**src/rtl/cfgx_pkg.sv**
```systemverilog
package cfgx_pkg;

   typedef enum logic [1:0] {
      CX_IDLE = 2'd0,
      CX_WAIT = 2'd1,
      CX_RESP = 2'd2
   } cfgx_state_e;

endpackage

```
**src/rtl/cfgx_decode.sv**
```systemverilog
module cfgx_decode #(
   parameter int BUS_W            = 8,
   parameter int DEV_W            = 5,
   parameter int FUNC_W           = 3,
   parameter int OFF_W            = 12,
   parameter int TGT_W            = 32,
   parameter int ALIGN            = 2,
   parameter int TYPE_W           = 3,
   parameter int TYPE_NEAR        = 4,
   parameter int TYPE_FAR         = 5,
   parameter int LOCAL_BUS        = 0,
   parameter int NEAR_LAST_BUS    = 1,
   parameter int LOCAL_DEV_MAX    = 1,
   parameter int FIRST_DS_DEV_MAX = 0
) (
   input  logic [BUS_W-1:0]  bus,
   input  logic [DEV_W-1:0]  dev,
   input  logic [FUNC_W-1:0] func,
   input  logic [OFF_W-1:0]  off,
   output logic              dev_ok,
   output logic              is_local,
   output logic [TYPE_W-1:0] cfg_type,
   output logic [TGT_W-1:0]  target,
   output logic [OFF_W-1:0]  off_al
);

   localparam int BDF_W = BUS_W + DEV_W + FUNC_W;
   localparam int PAD_W = TGT_W - BDF_W;
   localparam logic [OFF_W-1:0] LOW_MASK = (OFF_W'(1) << ALIGN) - OFF_W'(1);

   logic [BDF_W-1:0] bdf;
   logic [TGT_W-1:0] packed_tgt;

   assign bdf = {bus, dev, func};

   generate
      if (PAD_W > 0) begin : g_pad
         assign packed_tgt = {bdf, {PAD_W{1'b0}}};
      end else begin : g_nopad
         assign packed_tgt = bdf;
      end
   endgenerate

   always_comb begin
      if (bus == BUS_W'(LOCAL_BUS)) begin
         dev_ok = (dev <= DEV_W'(LOCAL_DEV_MAX));
      end else if (bus == BUS_W'(LOCAL_BUS + 1)) begin
         dev_ok = (dev <= DEV_W'(FIRST_DS_DEV_MAX));
      end else begin
         dev_ok = 1'b1;
      end
   end

   assign is_local = (bus == BUS_W'(LOCAL_BUS));
   assign cfg_type = (bus <= BUS_W'(NEAR_LAST_BUS)) ? TYPE_W'(TYPE_NEAR) : TYPE_W'(TYPE_FAR);
   assign target   = is_local ? '0 : packed_tgt;
   assign off_al   = off & ~LOW_MASK;

endmodule

```
**src/rtl/cfgx_seq.sv**
```systemverilog
module cfgx_seq
   import cfgx_pkg::*;
#(
   parameter int OFF_W  = 12,
   parameter int DATA_W = 32,
   parameter int TGT_W  = 32,
   parameter int TYPE_W = 3
) (
   input  logic              clk,
   input  logic              rst_n,
   input  logic              req_valid,
   output logic              req_ready,
   input  logic              req_write,
   input  logic [DATA_W-1:0] req_wdata,
   input  logic              dec_ok,
   input  logic              dec_local,
   input  logic [TYPE_W-1:0] dec_type,
   input  logic [TGT_W-1:0]  dec_target,
   input  logic [OFF_W-1:0]  dec_off,
   output logic              acc_valid,
   output logic              acc_local,
   output logic [TYPE_W-1:0] acc_type,
   output logic [TGT_W-1:0]  acc_target,
   output logic [OFF_W-1:0]  acc_offset,
   output logic              acc_write,
   output logic [DATA_W-1:0] acc_wdata,
   input  logic              acc_done,
   input  logic [DATA_W-1:0] acc_rdata,
   input  logic              acc_abort,
   output logic              rsp_valid,
   output logic [DATA_W-1:0] rsp_rdata,
   output logic              rsp_err
);

   cfgx_state_e state;

   assign req_ready = (state == CX_IDLE);
   assign acc_valid = (state == CX_WAIT);

   always_ff @(posedge clk) begin
      if (!rst_n) begin
         state      <= CX_IDLE;
         acc_local  <= 1'b0;
         acc_type   <= '0;
         acc_target <= '0;
         acc_offset <= '0;
         acc_write  <= 1'b0;
         acc_wdata  <= '0;
         rsp_valid  <= 1'b0;
         rsp_rdata  <= '0;
         rsp_err    <= 1'b0;
      end else begin
         rsp_valid <= 1'b0;
         case (state)
            CX_IDLE: begin
               if (req_valid) begin
                  if (dec_ok) begin
                     acc_local  <= dec_local;
                     acc_type   <= dec_type;
                     acc_target <= dec_target;
                     acc_offset <= dec_off;
                     acc_write  <= req_write;
                     acc_wdata  <= req_wdata;
                     state      <= CX_WAIT;
                  end else begin
                     rsp_valid <= 1'b1;
                     rsp_rdata <= req_write ? '0 : '1;
                     rsp_err   <= req_write;
                     state     <= CX_RESP;
                  end
               end
            end
            CX_WAIT: begin
               if (acc_done) begin
                  rsp_valid <= 1'b1;
                  if (acc_write) begin
                     rsp_rdata <= '0;
                  end else begin
                     rsp_rdata <= acc_abort ? '1 : acc_rdata;
                  end
                  rsp_err <= acc_write & acc_abort;
                  state   <= CX_RESP;
               end
            end
            default: state <= CX_IDLE;
         endcase
      end
   end

   a_r2_rsp_single_cycle: assert property (@(posedge clk) disable iff (!rst_n)
      rsp_valid |=> !rsp_valid);

   a_r2_no_accept_while_busy: assert property (@(posedge clk) disable iff (!rst_n)
      acc_valid |-> !req_ready);

   a_r9_hold_until_done: assert property (@(posedge clk) disable iff (!rst_n)
      (acc_valid && !acc_done) |=> (acc_valid && $stable(acc_target)
                                    && $stable(acc_offset) && $stable(acc_type)));

   a_r7_filtered_read: assert property (@(posedge clk) disable iff (!rst_n)
      (req_valid && req_ready && !dec_ok && !req_write) |=>
         (!acc_valid && rsp_valid && (rsp_rdata == '1) && !rsp_err));

   a_r8_filtered_write: assert property (@(posedge clk) disable iff (!rst_n)
      (req_valid && req_ready && !dec_ok && req_write) |=>
         (!acc_valid && rsp_valid && rsp_err));

   a_r10_abort_read: assert property (@(posedge clk) disable iff (!rst_n)
      (acc_valid && acc_done && acc_abort && !acc_write) |=>
         (rsp_valid && (rsp_rdata == '1) && !rsp_err));

endmodule

```
**src/rtl/cfgx_xlate.sv**
```systemverilog
module cfgx_xlate #(
   parameter int BUS_W            = 8,
   parameter int DEV_W            = 5,
   parameter int FUNC_W           = 3,
   parameter int OFF_W            = 12,
   parameter int DATA_W           = 32,
   parameter int TGT_W            = 32,
   parameter int ALIGN            = 2,
   parameter int TYPE_W           = 3,
   parameter int TYPE_NEAR        = 4,
   parameter int TYPE_FAR         = 5,
   parameter int LOCAL_BUS        = 0,
   parameter int NEAR_LAST_BUS    = 1,
   parameter int LOCAL_DEV_MAX    = 1,
   parameter int FIRST_DS_DEV_MAX = 0
) (
   input  logic              clk,
   input  logic              rst_n,
   input  logic              req_valid,
   output logic              req_ready,
   input  logic [BUS_W-1:0]  req_bus,
   input  logic [DEV_W-1:0]  req_dev,
   input  logic [FUNC_W-1:0] req_func,
   input  logic [OFF_W-1:0]  req_offset,
   input  logic              req_write,
   input  logic [DATA_W-1:0] req_wdata,
   output logic              acc_valid,
   output logic              acc_local,
   output logic [TYPE_W-1:0] acc_type,
   output logic [TGT_W-1:0]  acc_target,
   output logic [OFF_W-1:0]  acc_offset,
   output logic              acc_write,
   output logic [DATA_W-1:0] acc_wdata,
   input  logic              acc_done,
   input  logic [DATA_W-1:0] acc_rdata,
   input  logic              acc_abort,
   output logic              rsp_valid,
   output logic [DATA_W-1:0] rsp_rdata,
   output logic              rsp_err
);

   localparam int BDF_W = BUS_W + DEV_W + FUNC_W;

   generate
      if (TGT_W < BDF_W) begin : g_chk_tgt
         $error("target word narrower than bus/device/function");
      end
      if (ALIGN >= OFF_W) begin : g_chk_align
         $error("alignment consumes whole offset");
      end
      if ((TYPE_NEAR >= (1 << TYPE_W)) || (TYPE_FAR >= (1 << TYPE_W))) begin : g_chk_type
         $error("type code does not fit type field");
      end
      if (NEAR_LAST_BUS < LOCAL_BUS) begin : g_chk_near
         $error("near-bus range must include the local bus");
      end
   endgenerate

   logic              d_ok;
   logic              d_local;
   logic [TYPE_W-1:0] d_type;
   logic [TGT_W-1:0]  d_target;
   logic [OFF_W-1:0]  d_off;

   cfgx_decode #(
      .BUS_W(BUS_W), .DEV_W(DEV_W), .FUNC_W(FUNC_W), .OFF_W(OFF_W),
      .TGT_W(TGT_W), .ALIGN(ALIGN), .TYPE_W(TYPE_W),
      .TYPE_NEAR(TYPE_NEAR), .TYPE_FAR(TYPE_FAR), .LOCAL_BUS(LOCAL_BUS),
      .NEAR_LAST_BUS(NEAR_LAST_BUS), .LOCAL_DEV_MAX(LOCAL_DEV_MAX),
      .FIRST_DS_DEV_MAX(FIRST_DS_DEV_MAX)
   ) decode_i (
      .bus      (req_bus),
      .dev      (req_dev),
      .func     (req_func),
      .off      (req_offset),
      .dev_ok   (d_ok),
      .is_local (d_local),
      .cfg_type (d_type),
      .target   (d_target),
      .off_al   (d_off)
   );

   cfgx_seq #(
      .OFF_W(OFF_W), .DATA_W(DATA_W), .TGT_W(TGT_W), .TYPE_W(TYPE_W)
   ) seq_i (
      .clk        (clk),
      .rst_n      (rst_n),
      .req_valid  (req_valid),
      .req_ready  (req_ready),
      .req_write  (req_write),
      .req_wdata  (req_wdata),
      .dec_ok     (d_ok),
      .dec_local  (d_local),
      .dec_type   (d_type),
      .dec_target (d_target),
      .dec_off    (d_off),
      .acc_valid  (acc_valid),
      .acc_local  (acc_local),
      .acc_type   (acc_type),
      .acc_target (acc_target),
      .acc_offset (acc_offset),
      .acc_write  (acc_write),
      .acc_wdata  (acc_wdata),
      .acc_done   (acc_done),
      .acc_rdata  (acc_rdata),
      .acc_abort  (acc_abort),
      .rsp_valid  (rsp_valid),
      .rsp_rdata  (rsp_rdata),
      .rsp_err    (rsp_err)
   );

   a_r3_type_code: assert property (@(posedge clk) disable iff (!rst_n)
      acc_valid |-> ((acc_type == TYPE_W'(TYPE_NEAR)) || (acc_type == TYPE_W'(TYPE_FAR))));

   a_r4_local_target_zero: assert property (@(posedge clk) disable iff (!rst_n)
      (acc_valid && acc_local) |-> (acc_target == '0));

   a_r5_offset_aligned: assert property (@(posedge clk) disable iff (!rst_n)
      acc_valid |-> ((acc_offset & ((OFF_W'(1) << ALIGN) - OFF_W'(1))) == '0));

endmodule

```
**config.mk**
```make
export PLATFORM = sky130hd
export DESIGN_NAME = cfgx_xlate
export DESIGN_NICKNAME = d
export VERILOG_FILES = /design/src/rtl/cfgx_pkg.sv /design/src/rtl/cfgx_decode.sv /design/src/rtl/cfgx_seq.sv /design/src/rtl/cfgx_xlate.sv
export SDC_FILE = /design/constraint.sdc
export NUM_CORES = 1
export LEC_CHECK = 0
export ABC_AREA = 1
export BUFFER_PORTS_ARGS = -buffer_cell sky130_fd_sc_hd__clkbuf_2
export CAP_MARGIN = 20
export CORE_ASPECT_RATIO = 0.8
export CORE_MARGIN = 4
export CORE_UTILIZATION = 45
export DETAILED_ROUTE_END_ITERATION = 10
export PLACE_DENSITY = 0.85
export SYNTH_ARGS = -nofsm -noshare
export SYNTH_HDL_FRONTEND = slang
export SYNTH_HIERARCHICAL = 1
export SYNTH_SLANG_ARGS = --single-unit
```
**constraint.sdc**
```tcl
create_clock -name clk -period 1.6 [get_ports clk]
set_input_delay 0.32 -clock clk [delete_from_list [all_inputs] [get_ports clk]]
set_output_delay 0.32 -clock clk [all_outputs]
set_load 0.1 [all_outputs]
```
==> impl_metrics.ini <==
[outcome]
status = finished, final reports clean

[timing]
hold_viol = 0
worst_slew_margin_rel_pct = 62.3
skew_ps = 5.21
fin_crit_sh_pct = 97.4
slew_viol_final = 0
rsz0062_at_grt = no
fin_tns_setup_ps = 0
fmax_mhz = 642
tightest_slew_ps = 568
min_period_ps = 1560
setup-violations-final = 0

[global_route]
grt_max_degree = 66
grt_pass1_wl_um = 25500
first_global_vias = 5215
grt.overflow.total = 0
track_usage_pct = 21.2
antenna_found_initial = 0

[floorplanning]
dieArea_um2 = 14400
rows = 36
coreArea_um2 = 12200
fp.dieH_um = 108
ios = 215
start_util_pct = 46.2
die_w_um = 133

[detailed_routing]
wl_met3_um = 1230
vias = 5850
routedWlPerCell_um = 13.4
route.detailed.drc = 0
detail_route.wirelength_um = 15800
dr.max_layer_used = met4
wl_met1_um = 6900
first_pass_iters = 5
drtAntennaViolNets = 0
drtIter0Drc = 343
wl_met2_um = 7340
via_per_inst = 4.94

[critical_path]
cp_slowest_stage_delay_ps = 350
cp_common_cell = buf_12
arrival_ps = 1240
r2r-start = seq_i/state[1]
startpoint_type = flip-flop
critPathSlowestCell = dfxtp_2
worst_ep_required_time_ps = 1280
crit_fanout = 14
cp-startpoint = seq_i/state[1]
path_cells = nor2_4 -> buf_12 -> buf_12
critPathCaptureType = output port
worstSetupPathType = reg2out

[yosys]
synth_cell_type_count = 21
synthArstFlopShare_pct = 0
synth_flop_cell = dfxtp_1
synth_seq_cells = 117
ys_seq_area_share_pct = 41.5
ys_warn_count = 6
netlist_instances = 823
synth_edf_count = 0
synthesis.area_um2 = 5640
syn_avg_cell_area_um2 = 6.85

[place]
dpl.hpwl_um = 10400
placed_area_um2 = 6810
port-buffer-count = 212
gp_routability_congestion = 0.836

[clock_tree]
clkSlewWorstSetupHoldPaths_ps = 60
cts_buffers = 17
cts_max_level = 4
cts_tree = yes
clk_latency_ps = 400
clkSinkCount = 117
clockBufferDepth = 2
root_buffer = clkbuf_16

[power]
vdd_drop_max_mv = 0.840
cellPowerDensity_nw_per_um2 = 1250
p_leak_nw = 3.78
power_w = 0.00936

[worst_hold_path]
hp-class = in2reg
min_from = req_wdata[20]

[final_layout]
final_area_um2 = 7460
final_common_cell = clkbuf_2
final_nets = 1099
drive_gt1_share_pct = 30.0
final_cell_mix = clkbuf_2, nand2_1, dfxtp_1
nFillCells = 1132
num_antenna_cells = 0
syn_to_final_growth_pct = 32.4

[run]
max_cap_violations = 0
[routing by layer]
layer / track usage (%) / vias to the layer above
met2: 33.4 / 253
met3: 5.58 / 32
met5: 0 / -
li1: - / 2956
met1: 27.8 / 2609
met4: 8.66 / 0
[cell families after synthesis]
kind of cell	count (synthesis)	synth area share (%)
AOI/OAI and AO/OA	82	7.35
buffers and inverters	192	16.3
DFF	117	41.5
other	2	0.133
and+or+nand+nor	430	34.6
[through the flow]
| step | hold WS, ps | util [%] | setup WS [ps] | instances |
|---|---|---|---|---|
| final | 172 | 61.1 | 41.4 | 1185 |
| after global routing | 172 | 61.1 | 0.359 | 1185 |
| after CTS | 157 | 60.5 | -9.46 | 1182 |
| after detailed placement | 453 | 55.8 | -429 | 1148 |
| after global placement | 448 | 55.8 | -395 | 1148 |
| after floorplan | 455 | - | 24.5 | 841 |
[state kept, by name, summed over array words and instances (netlist names)]
name / cells
seq_i/acc_target: 32
seq_i/acc_wdata: 32
seq_i/rsp_rdata: 32
seq_i/acc_offset: 12
seq_i/acc_type: 3
seq_i/state: 2
seq_i/acc_local: 1
seq_i/acc_write: 1
seq_i/rsp_err: 1
seq_i/rsp_valid: 1
[path summary, 6_finish.rpt]
| path | to | cells after the start | slack [ps] |
|---|---|---|---|
| max | req_ready | 3 | 40 |
| min reg2reg | seq_i/acc_local | 2 | 460 |
| max reg2reg | seq_i/acc_target[24] | 5 | 260 |
| min | seq_i/acc_wdata[20] | 3 | 170 |
[power breakdown]
| group | internal (W) | total, W | switching [W] |
|---|---|---|---|
| clock network | 0.00214 | 0.00353 | 0.00139 |
| logic | 0.000567 | 0.00262 | 0.00205 |
| registers | 0.00311 | 0.00321 | 0.000103 |
| total | 0.00581 | 0.00936 | 0.00354 |
[timing repair]
item | in CTS | in global routing
setup endpoints to repair | 32 | 53
pin swaps | 1 | 1
endpoints found under the hold margin | 0 | 0
setup buffers | 1 | 1
resized for setup | 3 | 3
hold buffers | 0 | 0
cloned | 1 | 2
[synth_stat cells, types with 2 or more instances]
| cell | n | share of area (%) |
|---|---|---|
| a21oi_1 | 81 | 7.2 |
| buf_1 | 4 | 0.27 |
| buf_2 | 28 | 2.5 |
| buf_4 | 32 | 4.3 |
| buf_6 | 6 | 1.2 |
| clkbuf_1 | 38 | 2.5 |
| conb_1 | 2 | 0.13 |
| dfxtp_1 | 117 | 42 |
| inv_1 | 81 | 5.4 |
| inv_2 | 3 | 0.20 |
| nand2_1 | 190 | 13 |
| nand2_2 | 2 | 0.22 |
| nand3_1 | 67 | 5.9 |
| nand4_1 | 80 | 8.9 |
| nor2_1 | 82 | 5.5 |
| nor2_2 | 3 | 0.33 |
| nor2_4 | 3 | 0.60 |
[layout make-up]
cell class	count	area [um^2]	area share [%]
multi-input cells	533	2480	33.2
clock buffers	17	425	5.70
clock inverters	15	133	1.78
inverters	84	315	4.23
well taps	171	214	2.87
repair buffers	248	1550	20.8
flip-flops and latches	117	2350	31.4
[worst max-delay path: cells and delay by family (launching register included)]
family                 cells  cell delay, ps
flip-flops                 1             350
buffers and inverters      2             340
AND/OR/NAND/NOR            1             160
(Power assumes the default switching activity.)
